## src/rtl/intclk_result_tx_pkg.sv

```systemverilog
package intclk_result_tx_pkg;
   typedef enum logic [1:0] {
      ST_IDLE = 2'd0,
      ST_WAIT = 2'd1,
      ST_SEND = 2'd2
   } tx_state_e;
endpackage

```

## src/rtl/intclk_result_tx_timer.sv

```systemverilog
module intclk_result_tx_timer
   import intclk_result_tx_pkg::*;
#(
   parameter int WORD_W    = 16,
   parameter int START_DLY = 34,
   parameter int HALF_PER  = 7
) (
   input  logic clk,
   input  logic rst_n,
   input  logic start_i,
   output logic accept_o,
   output logic fall_o,
   output logic sclk_o,
   output logic active_o,
   output logic done_o
);
   localparam int DLY_W = $clog2(START_DLY + 1);
   localparam int PH_W  = $clog2(HALF_PER + 1);
   localparam int CNT_W = $clog2(WORD_W + 1);
   localparam logic [DLY_W-1:0] DLY_LAST = DLY_W'(START_DLY - 1);
   localparam logic [PH_W-1:0]  PH_LAST  = PH_W'(HALF_PER - 1);
   localparam logic [CNT_W-1:0] CNT_LAST = CNT_W'(WORD_W - 1);

   tx_state_e        state_q;
   logic [DLY_W-1:0] dly_q;
   logic [PH_W-1:0]  ph_q;
   logic [CNT_W-1:0] cnt_q;
   logic             sclk_q;
   logic             done_q;

   assign accept_o = start_i && (state_q == ST_IDLE);
   assign fall_o   = (state_q == ST_SEND) && (ph_q == '0) && sclk_q;
   assign sclk_o   = sclk_q;
   assign active_o = (state_q != ST_IDLE);
   assign done_o   = done_q;

   always_ff @(posedge clk) begin
      if (!rst_n) begin
         state_q <= ST_IDLE;
         dly_q   <= '0;
         ph_q    <= '0;
         cnt_q   <= '0;
         sclk_q  <= 1'b0;
         done_q  <= 1'b0;
      end else begin
         done_q <= 1'b0;
         unique case (state_q)
            ST_IDLE: begin
               if (start_i) begin
                  state_q <= ST_WAIT;
                  dly_q   <= DLY_LAST;
               end
            end
            ST_WAIT: begin
               if (dly_q == '0) begin
                  state_q <= ST_SEND;
                  sclk_q  <= 1'b1;
                  ph_q    <= PH_LAST;
                  cnt_q   <= '0;
               end else begin
                  dly_q <= dly_q - 1'b1;
               end
            end
            ST_SEND: begin
               if (ph_q == '0) begin
                  ph_q   <= PH_LAST;
                  sclk_q <= ~sclk_q;
                  if (sclk_q) begin
                     cnt_q <= cnt_q + 1'b1;
                     if (cnt_q == CNT_LAST) begin
                        state_q <= ST_IDLE;
                        done_q  <= 1'b1;
                     end
                  end
               end else begin
                  ph_q <= ph_q - 1'b1;
               end
            end
            default: state_q <= ST_IDLE;
         endcase
      end
   end
endmodule

```

## src/rtl/intclk_result_tx_shifter.sv

```systemverilog
module intclk_result_tx_shifter #(
   parameter int WORD_W = 16
) (
   input  logic              clk,
   input  logic              rst_n,
   input  logic              res_load_i,
   input  logic [WORD_W-1:0] res_word_i,
   input  logic              fmt_sb_i,
   input  logic              tag_i,
   input  logic              load_i,
   input  logic              shift_i,
   input  logic              active_i,
   output logic              sdata_o
);
   logic [WORD_W-1:0] hold_q;
   logic [WORD_W-1:0] coded;
   logic [WORD_W-1:0] shreg_q;
   logic              tag_q;

   // Output coding: only the top bit depends on the format select.
   for (genvar b = 0; b < WORD_W; b++) begin : g_code
      if (b == WORD_W - 1) begin : g_top
         assign coded[b] = hold_q[b] ^ ~fmt_sb_i;
      end else begin : g_pass
         assign coded[b] = hold_q[b];
      end
   end

   always_ff @(posedge clk) begin
      if (!rst_n) begin
         hold_q  <= '0;
         shreg_q <= '0;
         tag_q   <= 1'b0;
      end else begin
         if (res_load_i) hold_q <= res_word_i;
         if (load_i) begin
            shreg_q <= coded;
            tag_q   <= tag_i;
         end else if (shift_i) begin
            shreg_q <= {shreg_q[WORD_W-2:0], 1'b0};
         end
      end
   end

   assign sdata_o = active_i ? shreg_q[WORD_W-1] : tag_q;
endmodule

```

## src/rtl/intclk_result_tx.sv

```systemverilog
module intclk_result_tx #(
   parameter int WORD_W    = 16,
   parameter int START_DLY = 34,
   parameter int HALF_PER  = 7
) (
   input  logic              clk,
   input  logic              rst_n,
   input  logic              conv_start_i,
   input  logic              res_load_i,
   input  logic [WORD_W-1:0] res_word_i,
   input  logic              fmt_sb_i,
   input  logic              tag_i,
   output logic              dclk_o,
   output logic              dout_o,
   output logic              done_o,
   output logic              busy_o
);
   if (WORD_W < 2) begin : g_bad_w
      $error("WORD_W must be at least 2");
   end
   if (START_DLY < 1) begin : g_bad_d
      $error("START_DLY must be at least 1");
   end
   if (HALF_PER < 1) begin : g_bad_h
      $error("HALF_PER must be at least 1");
   end

   logic accept;
   logic fall;
   logic active;

   intclk_result_tx_timer #(
      .WORD_W(WORD_W), .START_DLY(START_DLY), .HALF_PER(HALF_PER)
   ) u_timer (
      .clk(clk), .rst_n(rst_n), .start_i(conv_start_i),
      .accept_o(accept), .fall_o(fall), .sclk_o(dclk_o),
      .active_o(active), .done_o(done_o)
   );

   intclk_result_tx_shifter #(.WORD_W(WORD_W)) u_shift (
      .clk(clk), .rst_n(rst_n), .res_load_i(res_load_i),
      .res_word_i(res_word_i), .fmt_sb_i(fmt_sb_i), .tag_i(tag_i),
      .load_i(accept), .shift_i(fall), .active_i(active),
      .sdata_o(dout_o)
   );

   assign busy_o = active;
endmodule

```

## config.mk

```make
export PLATFORM = sky130hd
export DESIGN_NAME = intclk_result_tx
export DESIGN_NICKNAME = d
export VERILOG_FILES = /design/src/rtl/intclk_result_tx_pkg.sv /design/src/rtl/intclk_result_tx_timer.sv /design/src/rtl/intclk_result_tx_shifter.sv /design/src/rtl/intclk_result_tx.sv
export SDC_FILE = /design/constraint.sdc
export NUM_CORES = 1
export LEC_CHECK = 0
export CAP_MARGIN = 20
export CORE_MARGIN = 5
export CORE_UTILIZATION = 56
export CTS_CLUSTER_DIAMETER = 50
export CTS_CLUSTER_SIZE = 16
export DETAILED_ROUTE_END_ITERATION = 10
export DONT_BUFFER_PORTS = 1
export PLACE_DENSITY = 0.74
export SYNTH_ARGS = -nofsm -noshare
export SYNTH_HDL_FRONTEND = slang
export SYNTH_SLANG_ARGS = --single-unit
```

## constraint.sdc

```tcl
create_clock -name clk -period 1.5 [get_ports clk]
set_input_delay 0.075 -clock clk [delete_from_list [all_inputs] [get_ports clk]]
set_output_delay 0.075 -clock clk [all_outputs]
set_load 0.01 [all_outputs]
```

# Word level (Yosys, flattened, before mapping)

Cells that the tools add are included.

Add/sub/neg operators: 3
Equality and inequality tests: 9
Mux-type cells: 23
Bitwise operators: 3
Reduce and logical (&&, ||, !) cells: 16

Operator list:

| cell                | number |
|---|---|
| $mux 16             | 2 |
| $mux 5              | 3 |
| $mux 6              | 2 |
| $pmux 6 s2          | 1 |
| $mux 2              | 5 |
| $pmux 5 s2          | 1 |
| $ne 2x2->1 const B  | 4 |
| $reduce_and 4->1    | 2 |
| $reduce_bool 2->1   | 4 |
| $logic_not 6->1     | 1 |
| $mux 3              | 2 |
| $pmux 2 s3          | 1 |
| $pmux 3 s2          | 1 |
| $reduce_and 3->1    | 2 |
| $sub 6x1->6 const B | 1 |
| $add 5x1->5 const B | 1 |
| $eq 5x4->1 const B  | 1 |
| $reduce_and 5->1    | 1 |
| $mux 1              | 4 |
| $ne 2x1->1 const B  | 2 |
| $logic_and 1x1->1   | 3 |
| $logic_not 3->1     | 1 |
| $sub 3x1->3 const B | 1 |
| $eq 2x1->1 const B  | 1 |
| 6 further kinds     | 7 |

Flip-flop bits (word level): 51
Input port bits: 22
Output and inout port bits: 4
Logic and storage cells: 63

# Depth between registers and ports, before layout

Word-level depth: 5
Depth in mapped cells: 8
Mapped depth without buffers: 6

# Modules after synthesis

A second synthesis with hierarchy kept.

Cells, all modules: 235
Area, all modules: 2,406.1 um^2

By module, submodules not included:

| module                   | instances | cells an instance | area each (um^2) | seq. area each (um^2) |
|---|---|---|---|---|
| intclk_result_tx_shifter | 1         | 128               | 1,491.4          | 660.6 |
| intclk_result_tx_timer   | 1         | 107               | 914.6            | 360.3 |

# Worst setup path before layout

No wires, ideal clock.

Path type: flip-flop to flip-flop
Start: register u_timer.ph_q[0]
End: register u_timer.cnt_q[3]
Library setup time: 74 ps
Data arrival time: 1,445 ps
Required time: 1,426 ps
Path slack: -20 ps
Stages on the path, launching flop included: 7
Buffers on the path: 0
Period minus slack after synthesis: 1,520 ps
Cell sequence: dfxtp_1 > inv_1 > ha_1 > nor2b_1 > nand3_1 > or3_1 > a31oi_1

Longest elaborated chain between the ends: 3

Ends and longest elaborated chain:

| element                           | RTL line                     | source |
|---|---|---|
| from (decl)                       | intclk_result_tx_timer.sv:26 | `logic [PH_W-1:0] ph_q;` |
| from (signal assigned)            | intclk_result_tx_timer.sv:76 | `ph_q <= ph_q - 1'b1;` |
| $logic_not 3->1                   | intclk_result_tx_timer.sv:65 | `if (ph_q == '0) begin` |
| $ne 2x2->1 (no source line)       | -                            |  |
| $reduce_and 4->1 (no source line) | -                            |  |
| to (signal assigned)              | intclk_result_tx_timer.sv:69 | `cnt_q <= cnt_q + 1'b1;` |
| to (decl)                         | intclk_result_tx_timer.sv:27 | `logic [CNT_W-1:0] cnt_q;` |

No other way between the ends.
A chain may end at the register's enable or synchronous reset.

# Final worst setup path

Start: register u_timer.dly_q[1]
End: register u_timer.dly_q[4]

Longest elaborated chain between the ends: 3
Elaborated cells on any way between the ends: 6
Classes of those cells: add/sub (1); eq/ne (1); mux (2); reduce/logical (2)

Ends and longest elaborated chain:

| element                                               | RTL line                                                   | source |
|---|---|---|
| from (decl)                                           | intclk_result_tx_timer.sv:25                               | `logic [DLY_W-1:0] dly_q;` |
| from (signal assigned)                                | intclk_result_tx_timer.sv:61                               | `dly_q <= dly_q - 1'b1;` |
| $sub 6x1->6 / $logic_not 6->1 (equally long branches) | intclk_result_tx_timer.sv:61, intclk_result_tx_timer.sv:55 |  |
| $mux 6 / $ne 2x2->1 (equally long branches)           | -                                                          |  |
| $pmux 6 s2 / $reduce_and 3->1 (equally long branches) | -                                                          |  |

Parallel ways exist; a longest one is shown, timed or not. The select of a mux whose other input is x is not followed.

==> results.txt <==
run status: complete, no violations
Std-Cell Rows: 22
count of pins over their slew limit: 0
via-per-instance ratio: 6.053
total number of nets in the final design: 337
number of distinct library cells after synthesis: 38
cell count after synthesis: 254
total iterations of the first detailed-routing run: 5
synthesized flop and latch total: 51
Detailed Route Iter0 Violations: 136
Startpoint Class: flip-flop
Max Cap Violations: 0
residual DRC count: 0
clock latency at the later pin of the worst-skew pair: 300 ps
Async S/R FF share, synth: 0%
Final Skew: 5.384 ps
crit path setup slack, layout: 28.74 ps
number of failing setup endpoints in the final timing report: 0
maximum count of clock buffers along a single path: 2
die footprint: 5261 um^2
number of gates on the worst path with buffers counted: 6
nets in the synthesized netlist: 282
largest fanout on the critical path: 5
time the worst path needs with I/O delays and setup: 1471 ps
cell count after placement: 310
ratio of final minimum period to clock period: 98.08%
CP Data Arrival Time: 1710 ps
Final Non-Filler Cells: 358
DP Worst Slack: -86.04 ps
required time worst endpoint: 1740 ps
overall die height: 72.53 um
Worst Reg2Reg Path Length in Cells: 6
TNS Setup: 0 ps
number of enable-type register cells in the synthesized netlist: 0
Primary FF master, synth: dfxtp_1
Avg Cell Area, Syn: 8.620 um^2
number of port buffers: 0
crit path max-delay cell type: or4_4
Std-Cell Core Area: 3716 um^2
remaining max-slew budget at the tightest pin: 47.91%
via count of the first global-routing pass: 2,034
GRT Overall Usage: 24.72%
Routed WL per cell: 18.66 um
total number of clock tree sinks: 51
count of antenna-violating nets left after detailed routing: 0
share of Yosys cell area claimed by the top area cell type: 46.63%
standard cell area after detailed placement: 2370 um^2
Worst path max stage delay: 470 ps
worst hold slack after final layout: 92.34 ps
library cell occupying the most area in the post-synthesis netlist: dfxtp_1
cell with the most instances after synthesis: dfxtp_1
Yosys Warn Count: 0
worst vdd rail ir drop: 970.5 uV
RSZ-0062 raised after global routing: true
clock tree from TritonCTS: done
crit-path leading delay family: simple AND/OR/NAND/NOR gates
area delta synth->final: 37.71%
effective utilization at floorplan: 58.92%
number of antenna violations at the first check in global routing: 0
maximum frequency from static timing analysis: 679.7 MHz
number of buffers inserted during clock tree synthesis: 5
final number of hold-violating endpoints: 0
power per cell area: 1173 nW/um^2
list of cells traversed by the critical path: inv_1, ha_4, nor2b_4, buf_6, or4_4, a21oi_2
Crit. End Element: flip-flop
Routability Congestion: 0.8276
total global routing overflow: 0
leakage: 1.221 nW
maximum number of pins on one net before global-route repair: 22
overall routed net length: 6681 um
wire length of the first global-routing pass: 10,060 um
buffers and inverters on the worst path: 2
cell area after synthesis: 2190 um^2
number of levels the H-tree was split into: 2
class of the tightest hold or removal check: input pin to flip-flop
start-to-end type of the worst setup path: flip-flop to flip-flop
I/O pin total: 26
clock-pin slew on the worst setup and hold paths: 80 ps
top cells by count, synth: dfxtp_1 (51), nor2_1 (38), nor3_1 (29)
hold path depth: 3
die span in x: 72.53 um
top post-synthesis cells by area: dfxtp_1 (47%), mux2i_1 (7.8%), nor3_1 (6.6%)
post-DP HPWL: 3055 um
antenna diode instance count: 0
final standard cell area without fillers: 3015 um^2
sequential fraction of the synthesis area: 46.63%
layout cell share with drive strength beyond 1: 22.90%
Root Buffer: clkbuf_8
DR vias: 2,167
slew at the pin closest to its max-slew limit: 778.7 ps
==> worst register-to-register path: stages (launching register included) <==
cell,delay (ps)
dfxtp_1,330
inv_1,70
ha_4,160
nor2b_4,120
buf_6,130
or4_4,480
a21oi_2,120
==> where the power goes <==
part / internal (W) / leakage (nW) / switching [W] / total [W]
Sequential: 0.00151 / 0.422 / 0.000131 / 0.00164
Clock: 0.000328 / 0.0422 / 0.000425 / 0.000753
Combinational: 0.000599 / 0.757 / 0.000549 / 0.00115
==> cell usage in the layout, fill, tap and decap left out, types with 7 or more instances in the layout <==
| cell | n |
|---|---|
| dfxtp_1 | 46 |
| nor2_1 | 35 |
| dlygate4sd3_1 | 35 |
| buf_4 | 24 |
| nor3_1 | 21 |
| mux2i_1 | 17 |
| o21ai_0 | 17 |
| a21oi_1 | 11 |
| nand2_1 | 11 |
| nor3_2 | 8 |
| nand3_1 | 7 |
==> per-layer routing <==
metal	routed length, um	GRT usage [%]	vias to the layer above
met5	0	0	-
met4	184	11.27	0
met3	479	5.956	23
met2	3353	41.48	122
met1	2664	29.73	1029
li1	-	-	993
==> path summary, 6_finish.rpt <==
kind,start,to,slack (ps)
worst max register to register,u_timer.dly_q[1],u_timer.dly_q[4],30
worst min-delay path,fmt_sb_i,u_shift.shreg_q[15],90
worst max-delay path,u_timer.dly_q[1],u_timer.dly_q[4],30
worst min register to register,u_shift.tag_q,u_shift.tag_q,470
==> stage by stage <==
stage	total power, W	util, %
6_report	0.003538	81.14
4_1_cts	0.003277	76.40
5_1_grt	0.003705	81.14
3_3_place_gp	0.002383	63.77
2_1_floorplan	0.002142	-
3_5_place_dp	0.002402	63.77
==> state kept, by name, summed over array words and instances (netlist names) <==
register	count
u_timer.ph_q	3
u_shift.shreg_q	16
u_shift.hold_q	16
u_timer.state_q	2
u_timer.done_o	1
u_shift.tag_q	1
u_timer.dly_q	6
u_timer.sclk_o	1
u_timer.cnt_q	5
==> cell type report <==
| type | count | area (um^2) |
|---|---|---|
| well taps | 48 | 60.06 |
| inverters | 7 | 26.28 |
| flip-flops and latches | 51 | 1032 |
| fillers | 195 | 700.7 |
| clock buffers | 7 | 76.32 |
| multi-input cells | 179 | 1209 |
| repair buffers | 65 | 606.8 |
| clock inverters | 1 | 5.005 |
==> what timing repair did <==
action,4_1_cts,5_1_grt
pin swaps,5,9
setup buffers,0,5
hold endpoints to repair,40,0
endpoints found under the setup margin,7,30
cloned,0,1
gates resized for setup,9,38
hold buffers,35,0
==> logic make-up (layout without fill, tap and decap cells) <==
| logic type | count (synthesis) | in the layout | share of synthesized area [%] |
|---|---|---|---|
| adder cells (fa/ha/maj) | 6 | 6 | 3.428 |
| flip-flops | 51 | 51 | 46.63 |
| multiplexers | 18 | 18 | 8.286 |
| AND/OR/NAND/NOR | 110 | 110 | 24.46 |
| XOR/XNOR | 2 | 2 | 0.8001 |
| AO/OA/AOI/OAI | 43 | 43 | 11.43 |
| buffers and inverters | 24 | 80 | 4.972 |
Power figures use the tool's default switching activity.
